### config.mk
export PLATFORM = sky130hd
export DESIGN_NAME = sleep_gate
export DESIGN_NICKNAME = d
export VERILOG_FILES = /design/src/rtl/sleep_gate_pkg.sv /design/src/rtl/sleep_gate_ctrl.sv /design/src/rtl/sleep_gate_dp.sv /design/src/rtl/sleep_gate.sv
export SDC_FILE = /design/constraint.sdc
export NUM_CORES = 1
export LEC_CHECK = 0
export BUFFER_PORTS_ARGS = -buffer_cell sky130_fd_sc_hd__buf_2
export CAP_MARGIN = 30
export CORE_ASPECT_RATIO = 1.1
export CORE_MARGIN = 3
export CORE_UTILIZATION = 49
export DETAILED_ROUTE_END_ITERATION = 8
export PLACE_DENSITY = 0.83
export SLEW_MARGIN = 20
export SYNTH_ARGS = -nofsm -noshare
export SYNTH_HDL_FRONTEND = slang
export SYNTH_HIERARCHICAL = 1
export SYNTH_SLANG_ARGS = --single-unit
### constraint.sdc
create_clock -name clk -period 2.4 [get_ports clk]
set_clock_uncertainty 0.15 [all_clocks]
set_input_delay 0 -clock clk [delete_from_list [all_inputs] [get_ports clk]]
set_output_delay 0 -clock clk [all_outputs]
set_load 0.01 [all_outputs]
### src/rtl/sleep_gate_pkg.sv
package sleep_gate_pkg;
  // Trigger mode codes
  localparam logic [1:0] MODE_OFF  = 2'd0;
  localparam logic [1:0] MODE_CONT = 2'd2;

  // Strobes from control to datapath
  typedef struct packed {
    logic sleeping;  // datapath disabled, outputs held
    logic enter;     // this edge moves into the low-power state
  } gateStrobe_t;
endpackage

### src/rtl/sleep_gate_ctrl.sv
module sleep_gate_ctrl
  import sleep_gate_pkg::*;
#(
  parameter int USER_W    = 8,
  parameter int SEQ_LEN   = 12,
  parameter int FRAME_LEN = 1000,
  localparam int BIT_W    = $clog2(USER_W),
  localparam int SEQ_W    = $clog2(SEQ_LEN),
  localparam int FRM_W    = $clog2(FRAME_LEN)
) (
  input  logic              clk,
  input  logic              rst_n,
  input  logic              cfgWrEn,
  input  logic [1:0]        cfgMode,
  input  logic [BIT_W-1:0]  cfgBitSel,
  input  logic              cfgPolarity,
  input  logic              inValid,
  input  logic [USER_W-1:0] inUser,
  output gateStrobe_t       strobe,
  output logic              lowPower,
  output logic [SEQ_W-1:0]  seqPos,
  output logic [FRM_W-1:0]  framePos
);
  localparam logic [SEQ_W-1:0] SEQ_LAST = SEQ_W'(SEQ_LEN - 1);
  localparam logic [FRM_W-1:0] FRM_LAST = FRM_W'(FRAME_LEN - 1);

  // Shadow (written) and active (beat-applied) configuration
  logic [1:0]       shMode, actMode, effMode;
  logic [BIT_W-1:0] shBit, actBit, effBit;
  logic             shPol, actPol, effPol;
  logic             pending;
  logic             hit;
  logic             trigLvl;  // first latency stage, updated on beats only
  logic             sleepQ;   // second latency stage, the state itself

  always_comb begin
    effMode = pending ? shMode : actMode;
    effBit  = pending ? shBit  : actBit;
    effPol  = pending ? shPol  : actPol;
    hit     = (effMode == MODE_CONT) && (inUser[effBit] == effPol);
  end

  always_ff @(posedge clk) begin
    if (!rst_n) begin
      shMode  <= MODE_OFF;
      shBit   <= '0;
      shPol   <= 1'b0;
      actMode <= MODE_OFF;
      actBit  <= '0;
      actPol  <= 1'b0;
      pending <= 1'b0;
    end else begin
      if (inValid) begin
        actMode <= effMode;
        actBit  <= effBit;
        actPol  <= effPol;
      end
      if (cfgWrEn) begin
        shMode  <= cfgMode;
        shBit   <= cfgBitSel;
        shPol   <= cfgPolarity;
        pending <= 1'b1;
      end else if (inValid) begin
        pending <= 1'b0;
      end
    end
  end

  // Two-edge entry/exit pipeline
  always_ff @(posedge clk) begin
    if (!rst_n) begin
      trigLvl <= 1'b0;
      sleepQ  <= 1'b0;
    end else begin
      if (inValid) trigLvl <= hit;
      sleepQ <= trigLvl;
    end
  end

  // Tracking counters run regardless of the low-power state
  always_ff @(posedge clk) begin
    if (!rst_n) begin
      seqPos   <= '0;
      framePos <= '0;
    end else begin
      if (inValid) seqPos <= (seqPos == SEQ_LAST) ? '0 : seqPos + 1'b1;
      framePos <= (framePos == FRM_LAST) ? '0 : framePos + 1'b1;
    end
  end

  assign strobe.sleeping = sleepQ;
  assign strobe.enter    = trigLvl & ~sleepQ;
  assign lowPower        = sleepQ;
endmodule

### src/rtl/sleep_gate_dp.sv
module sleep_gate_dp
  import sleep_gate_pkg::*;
#(
  parameter int DATA_W  = 16,
  parameter int NUM_CAP = 4
) (
  input  logic               clk,
  input  logic               rst_n,
  input  gateStrobe_t        strobe,
  input  logic               inValid,
  input  logic [DATA_W-1:0]  inData,
  input  logic [NUM_CAP-1:0] capStart,
  input  logic [NUM_CAP-1:0] capStop,
  output logic               outValid,
  output logic [DATA_W-1:0]  outData,
  output logic [NUM_CAP-1:0] capActive,
  output logic [NUM_CAP-1:0] capAbort
);
  // Data stage: frozen while sleeping
  always_ff @(posedge clk) begin
    if (!rst_n) begin
      outValid <= 1'b0;
      outData  <= '0;
    end else if (strobe.sleeping) begin
      outValid <= 1'b0;
    end else begin
      outValid <= inValid;
      if (inValid) outData <= inData;
    end
  end

  // Capture windows, one per channel
  for (genvar g = 0; g < NUM_CAP; g++) begin : gCap
    always_ff @(posedge clk) begin
      if (!rst_n) begin
        capActive[g] <= 1'b0;
        capAbort[g]  <= 1'b0;
      end else begin
        capAbort[g] <= strobe.enter & capActive[g];
        if (strobe.enter)
          capActive[g] <= 1'b0;
        else if (capStart[g] && !strobe.sleeping)
          capActive[g] <= 1'b1;
        else if (capStop[g])
          capActive[g] <= 1'b0;
      end
    end
  end
endmodule

### src/rtl/sleep_gate.sv
module sleep_gate
  import sleep_gate_pkg::*;
#(
  parameter int USER_W    = 8,
  parameter int DATA_W    = 16,
  parameter int NUM_CAP   = 4,
  parameter int SEQ_LEN   = 12,
  parameter int FRAME_LEN = 1000,
  localparam int BIT_W    = $clog2(USER_W),
  localparam int SEQ_W    = $clog2(SEQ_LEN),
  localparam int FRM_W    = $clog2(FRAME_LEN)
) (
  input  logic               clk,
  input  logic               rst_n,
  input  logic               cfgWrEn,
  input  logic [1:0]         cfgMode,
  input  logic [BIT_W-1:0]   cfgBitSel,
  input  logic               cfgPolarity,
  input  logic               inValid,
  input  logic [USER_W-1:0]  inUser,
  input  logic [DATA_W-1:0]  inData,
  input  logic [NUM_CAP-1:0] capStart,
  input  logic [NUM_CAP-1:0] capStop,
  output logic               outValid,
  output logic [DATA_W-1:0]  outData,
  output logic               lowPower,
  output logic [NUM_CAP-1:0] capActive,
  output logic [NUM_CAP-1:0] capAbort,
  output logic [SEQ_W-1:0]   seqPos,
  output logic [FRM_W-1:0]   framePos
);
  gateStrobe_t strobe;

  sleep_gate_ctrl #(
    .USER_W(USER_W), .SEQ_LEN(SEQ_LEN), .FRAME_LEN(FRAME_LEN)
  ) u_ctrl (
    .clk(clk), .rst_n(rst_n),
    .cfgWrEn(cfgWrEn), .cfgMode(cfgMode), .cfgBitSel(cfgBitSel),
    .cfgPolarity(cfgPolarity), .inValid(inValid), .inUser(inUser),
    .strobe(strobe), .lowPower(lowPower),
    .seqPos(seqPos), .framePos(framePos)
  );

  sleep_gate_dp #(
    .DATA_W(DATA_W), .NUM_CAP(NUM_CAP)
  ) u_dp (
    .clk(clk), .rst_n(rst_n), .strobe(strobe),
    .inValid(inValid), .inData(inData),
    .capStart(capStart), .capStop(capStop),
    .outValid(outValid), .outData(outData),
    .capActive(capActive), .capAbort(capAbort)
  );
endmodule

# Word-level counts from Yosys, hierarchy flattened
# Index checks and enable logic that the tools add are counted.
# classes
add_sub_neg	2
n_lt_le_gt_ge	1
n_eq_ne	4
muxes	16
bitwise	7
n_reduce_logical	15
# op_table
cell	n
two-way mux 1 bit	12
adder 10 x 1 -> 10 bit, second input constant	1
equality test 10 bit, second input constant	1
nonzero test 2 bit	5
OR reduction 2 bit	3
bitwise AND 1 bit	5
logical AND 1 bit	5
adder 4 x 1 -> 4 bit, second input constant	1
equality test 4 bit, second input constant	1
less-than comparator 3 x 4 -> 1 bit, second input constant	1
two-way mux 4 bit	1
binary-select mux 1 bit (select 3 bit)	1
two-way mux 3 bit	1
equality test 2 bit, second input constant	1
two-way mux 2 bit	1
NOT 1 bit	2
AND reduction 2 bit	1
equality test 1 bit	1
zero test 1 bit	1
# totals
regBits	54
in_bits	42
out_inout_bits	40
word_cells	66

# Depth between registers and ports, before layout
# logic_depth
ltp_word	5
ltp_mapped	7
ltp_nobuf	6

# Cells and area by module
# The synthesis kept the hierarchy.
# modules_own_cells
module	instances	cells_per_inst	area_per_inst_um2	seq_area_each_um2
sleep_gate_ctrl	1	156	1386.3	580.6
sleep_gate_dp	1	98	950.9	500.5

# Worst setup path after synthesis
# OpenSTA, ideal clock, no wires.
# synth_path
kind	reg-to-reg
from	register u_ctrl.pending
to	register u_ctrl.trigLvl
setup_ns	0.088
arrival_ns	1.428
required_ns	2.162
path_slack_ns	0.733
stages_incl_launch_ff	8
n_path_buf	1
synth_period_minus_slack_ns	1.667
cell_sequence	dfxtp_1 buf_6 nor2b_4 a22o_1 a211oi_2 a21oi_1 o21a_1 o32ai_2
# synth_between
elab_chain_cells	5
word_cells_on_any_way	8
cone_classes	eq/ne (2); mux (5); reduce/logical (1)
# synth_lines
item	line	text
start, declared	sleep_gate_ctrl.sv:31	logic pending;
start signal, assigned	sleep_gate_ctrl.sv:51	pending <= 1'b0;
start signal, assigned	sleep_gate_ctrl.sv:62	pending <= 1'b1;
start signal, assigned	sleep_gate_ctrl.sv:64	pending <= 1'b0;
two-way mux 3 bit	sleep_gate_ctrl.sv:38	effBit = pending ? shBit : actBit;
binary-select mux 1 bit (select 3 bit)	sleep_gate_ctrl.sv:40	hit = (effMode == MODE_CONT) && (inUser[effBit] == effPol);
two-way mux 1 bit (implied by the code)	sleep_gate_ctrl.sv:40	
equality test 1 bit	sleep_gate_ctrl.sv:40	
logical AND 1 bit (*)	sleep_gate_ctrl.sv:40	
end signal, assigned	sleep_gate_ctrl.sv:75	if (inValid) trigLvl <= hit;
end, declared	sleep_gate_ctrl.sv:33	logic trigLvl;
# Mark *: on every way between the ends. The rest lies on a longest branch, timed or not. The select of a mux whose other input is x is not followed.
# A chain may end at the register's enable or synchronous reset.

# Final worst setup path
# Same ends and word-level chain as after synthesis.

==> run_results.csv <==
group,metric,value,unit
setup_path,crit_arrival,1.91,ns
clocking,cts_buffer_depth,2,
layout,diodes,0,
sta,slew_headroom,63.9,%
sta,finalCritPeriodShare,78.4,%
floorplanning,fp.dieH,78.4,microns
logic_synthesis,yosysSeqAreaShare,46.3,%
floorplanning,core_area,4440,sq um
layout,drive_gt1_share,25.7,%
logic_synthesis,async_flop_share,0,%
global_routing,antenna_found_initial,0,
placed_design,dp_cells,377,
setup_path,cp.required,2.43,ns
layout,seq_area,1080,sq um
setup_path,rr_startpoint,"u_ctrl/pending$_SDFFE_PN0P_",
global_routing,grt_pass1_vias,2055,
logic_synthesis,syn-instance-count,254,
drt,vias,2128,
clocking,hold_buffers,39,
drt,dr.pass1.iters,4,
placed_design,place_hpwl,3.46,mm
clocking,clock_sinks,54,
logic_synthesis,synth_top_area_share,46.3,%
pwr,p_leak,1.52,nW
min_path,min-delay-path-class,"in2reg",
logic_synthesis,yosysWarnings,6,
placed_design,io_buffers,81,
logic_synthesis,synth_commonest_cells,"dfxtp_1 (54), nand2_1 (48), mux2i_1 (26), a21oi_1 (13)",
drt,routed_via_density,5.03,
sta,setup_viol,0,
layout,area_growth_syn_to_layout,38.2,%
layout,num-nets-final,413,
global_routing,track_usage,20.7,%
logic_synthesis,synthTopCellsByArea,"dfxtp_1 (46%), mux2i_1 (11%), nand2_1 (7.7%)",
logic_synthesis,synth_area,2340,sq um
clocking,cts_resized,0,
pwr,vdd_drop_max,0.000387,V
logic_synthesis,synth_fp_nets,298,
pwr,p_per_area,565,nW/um^2
clocking,cts_setup_buffers,0,
layout,multiInputGateArea,1140,sq um
sta,maxClockFrequency,532,MHz
drt,drcViolationCount,0,
setup_path,r2r_end,"u_ctrl/trigLvl$_SDFFE_PN0P_",
clocking,cts_tree,"yes",
min_path,holdPathEnd,"u_ctrl/actPol$_SDFFE_PN0P_",
setup_path,crit_path_start_kind,"flip-flop",
logic_synthesis,syn_avg_cell_area,9.20,sq um
logic_synthesis,ys_ff_latch,54,
sta,drv_slew,0,
clocking,clk_pin_slew,0.09,ns
floorplanning,ios,82,
logic_synthesis,yosysTopAreaCell,"dfxtp_1",
clocking,cts_root_buf,"clkbuf_8",
run,drv_cap,0,
sta,tns,0,ns
floorplanning,rows,25,
floorplanning,start_util,52.6,%
logic_synthesis,synth.most_common_cell,"dfxtp_1",
drt,dr.first_iter.drc_count,74,
placed_design,pre_cts_slack,0.519,ns
drt,wl_per_cell,13.4,microns
layout,fillers,320,
setup_path,reg2reg_depth,6,
logic_synthesis,synthFlopType,"dfxtp_1",
sta,rsz0062_at_grt,"false",
sta,setup_ws,0.519,ns
clocking,cts_max_level,2,
global_routing,grt_pass1_wl,9.44,mm
setup_path,regToRegSetupSlack,0.52,ns
drt,routed_wl,5.67,mm
sta,hold_viol_final,0,
layout,instances_no_fill,423,
clocking,clk_latency,0.30,ns
min_path,hold_start,"rst_n",
setup_path,worstSetupPathType,"reg2reg",
drt,antenna_left,0,
setup_path,path_max_fanout,10,
sta,tightest_slew,0.538,ns
global_routing,grt_max_degree,34,
clocking,cts_buffers,5,
sta,min_period,1.88,ns
logic_synthesis,synth_edf_count,0,
global_routing,grt_overflow,0,
min_path,holdPathStages,2,
logic_synthesis,synth.distinct_cells,41,
floorplanning,dieArea,5640,sq um
outcome,status,"finished, final reports clean",
placed_design,gp_congestion,0.793,
setup_path,end_kind,"flip-flop",
floorplanning,die_width,71.9,microns
## cell type report
| class | count | area share [%] |
|---|---|---|
| sequential | 54 | 33.5 |
| inverter | 3 | 0.349 |
| clock buffer | 5 | 2.13 |
| multi-input combinational | 182 | 35.4 |
| clock inverter | 2 | 1.20 |
| timing repair buffer | 123 | 25.3 |
| tap | 54 | 2.09 |
## critical path, stage by stage, from the launching register on
cell	delay, ns
dfxtp_1	0.52
nor2b_4	0.22
a21boi_0	0.29
o211ai_1	0.14
a21oi_1	0.19
o21a_1	0.16
o32ai_2	0.08
## per-layer routing
layer  track usage, %  wire [microns]  vias up  part of all wire (%)
met2             36.5            2840       69                    50
met3             5.63             369        4                   6.5
li1                 -               -     1093                     -
met1             24.6            2410      962                    43
met5                0               0        -                     0
met4             5.45              44        0                  0.78
## power by group
| group | total (mW) | internal [mW] | leakage [nW] | switching (mW) |
|---|---|---|---|---|
| clock network | 0.588 | 0.307 | 0.0542 | 0.281 |
| registers | 0.968 | 0.935 | 0.443 | 0.0322 |
| logic | 0.271 | 0.150 | 1.02 | 0.122 |
## placed cells by master, fill, tap and decap left out, types with 2 or more instances in the layout
cell type	netlist	routed
and3_1	6	6
or3_1	3	3
clkbuf_8	0	5
a211oi_1	2	2
nand3_1	9	9
inv_1	3	3
nor2b_1	11	11
nand4_1	2	2
a21oi_1	13	13
o21ai_0	6	6
nor3_1	2	2
nor2_1	7	7
ha_1	2	2
o21a_1	2	2
dfxtp_1	54	54
buf_4	2	3
nand2b_1	11	11
xor2_1	3	3
dlygate4sd3_1	0	39
buf_2	3	81
a21boi_0	9	9
mux2i_1	26	26
and2_1	4	4
xnor2_1	2	2
nand2_1	48	48
## how the worst max path moves through the flow
stage | from | endpoint | slack (ns)
2_1_floorplan | u_ctrl/pending$_SDFFE_PN0P_ | u_ctrl/trigLvl$_SDFFE_PN0P_ | 0.73
3_3_place_gp | u_ctrl/pending$_SDFFE_PN0P_ | u_ctrl/trigLvl$_SDFFE_PN0P_ | 0.61
3_5_place_dp | u_ctrl/pending$_SDFFE_PN0P_ | u_ctrl/trigLvl$_SDFFE_PN0P_ | 0.52
4_1_cts | u_ctrl/pending$_SDFFE_PN0P_ | u_ctrl/trigLvl$_SDFFE_PN0P_ | 0.52
5_1_grt | u_ctrl/pending$_SDFFE_PN0P_ | u_ctrl/trigLvl$_SDFFE_PN0P_ | 0.35
6_report | u_ctrl/pending$_SDFFE_PN0P_ | u_ctrl/trigLvl$_SDFFE_PN0P_ | 0.52
## registers in the layout, indices dropped and copies added (netlist names)
register,cells
u_dp/outData,16
u_ctrl/framePos,10
u_ctrl/seqPos,4
u_dp/capAbort,4
u_dp/capActive,4
u_ctrl/actBit,3
u_ctrl/shBit,3
u_ctrl/actMode,2
u_ctrl/shMode,2
u_ctrl/actPol,1
u_ctrl/lowPower,1
u_ctrl/pending,1
u_ctrl/shPol,1
u_ctrl/trigLvl,1
u_dp/outValid,1
## cells by family after synthesis
family,after synthesis,synth area share (%)
DFF,54,46.3
and+or+nand+nor,107,22.8
adders and majority gates,2,1.07
buffers and inverters,18,4.76
muxes,26,11.1
xor gates and xnor gates,5,1.87
AOI/OAI and AO/OA,42,12.2
## through the flow
stage	instance area [sq um]	total power [mW]	hold slack (ns)	utilization (%)
after global placement	2730	1.19	0.102	61.5
after CTS	3230	1.84	0.0000662	72.7
after detailed placement	2730	1.20	0.108	61.5
after global routing	3230	1.92	0.0245	72.7
after floorplan	2340	1.12	-0.00788	-
final	3230	1.83	0.0131	72.7
Power figures use the tool's default switching activity.
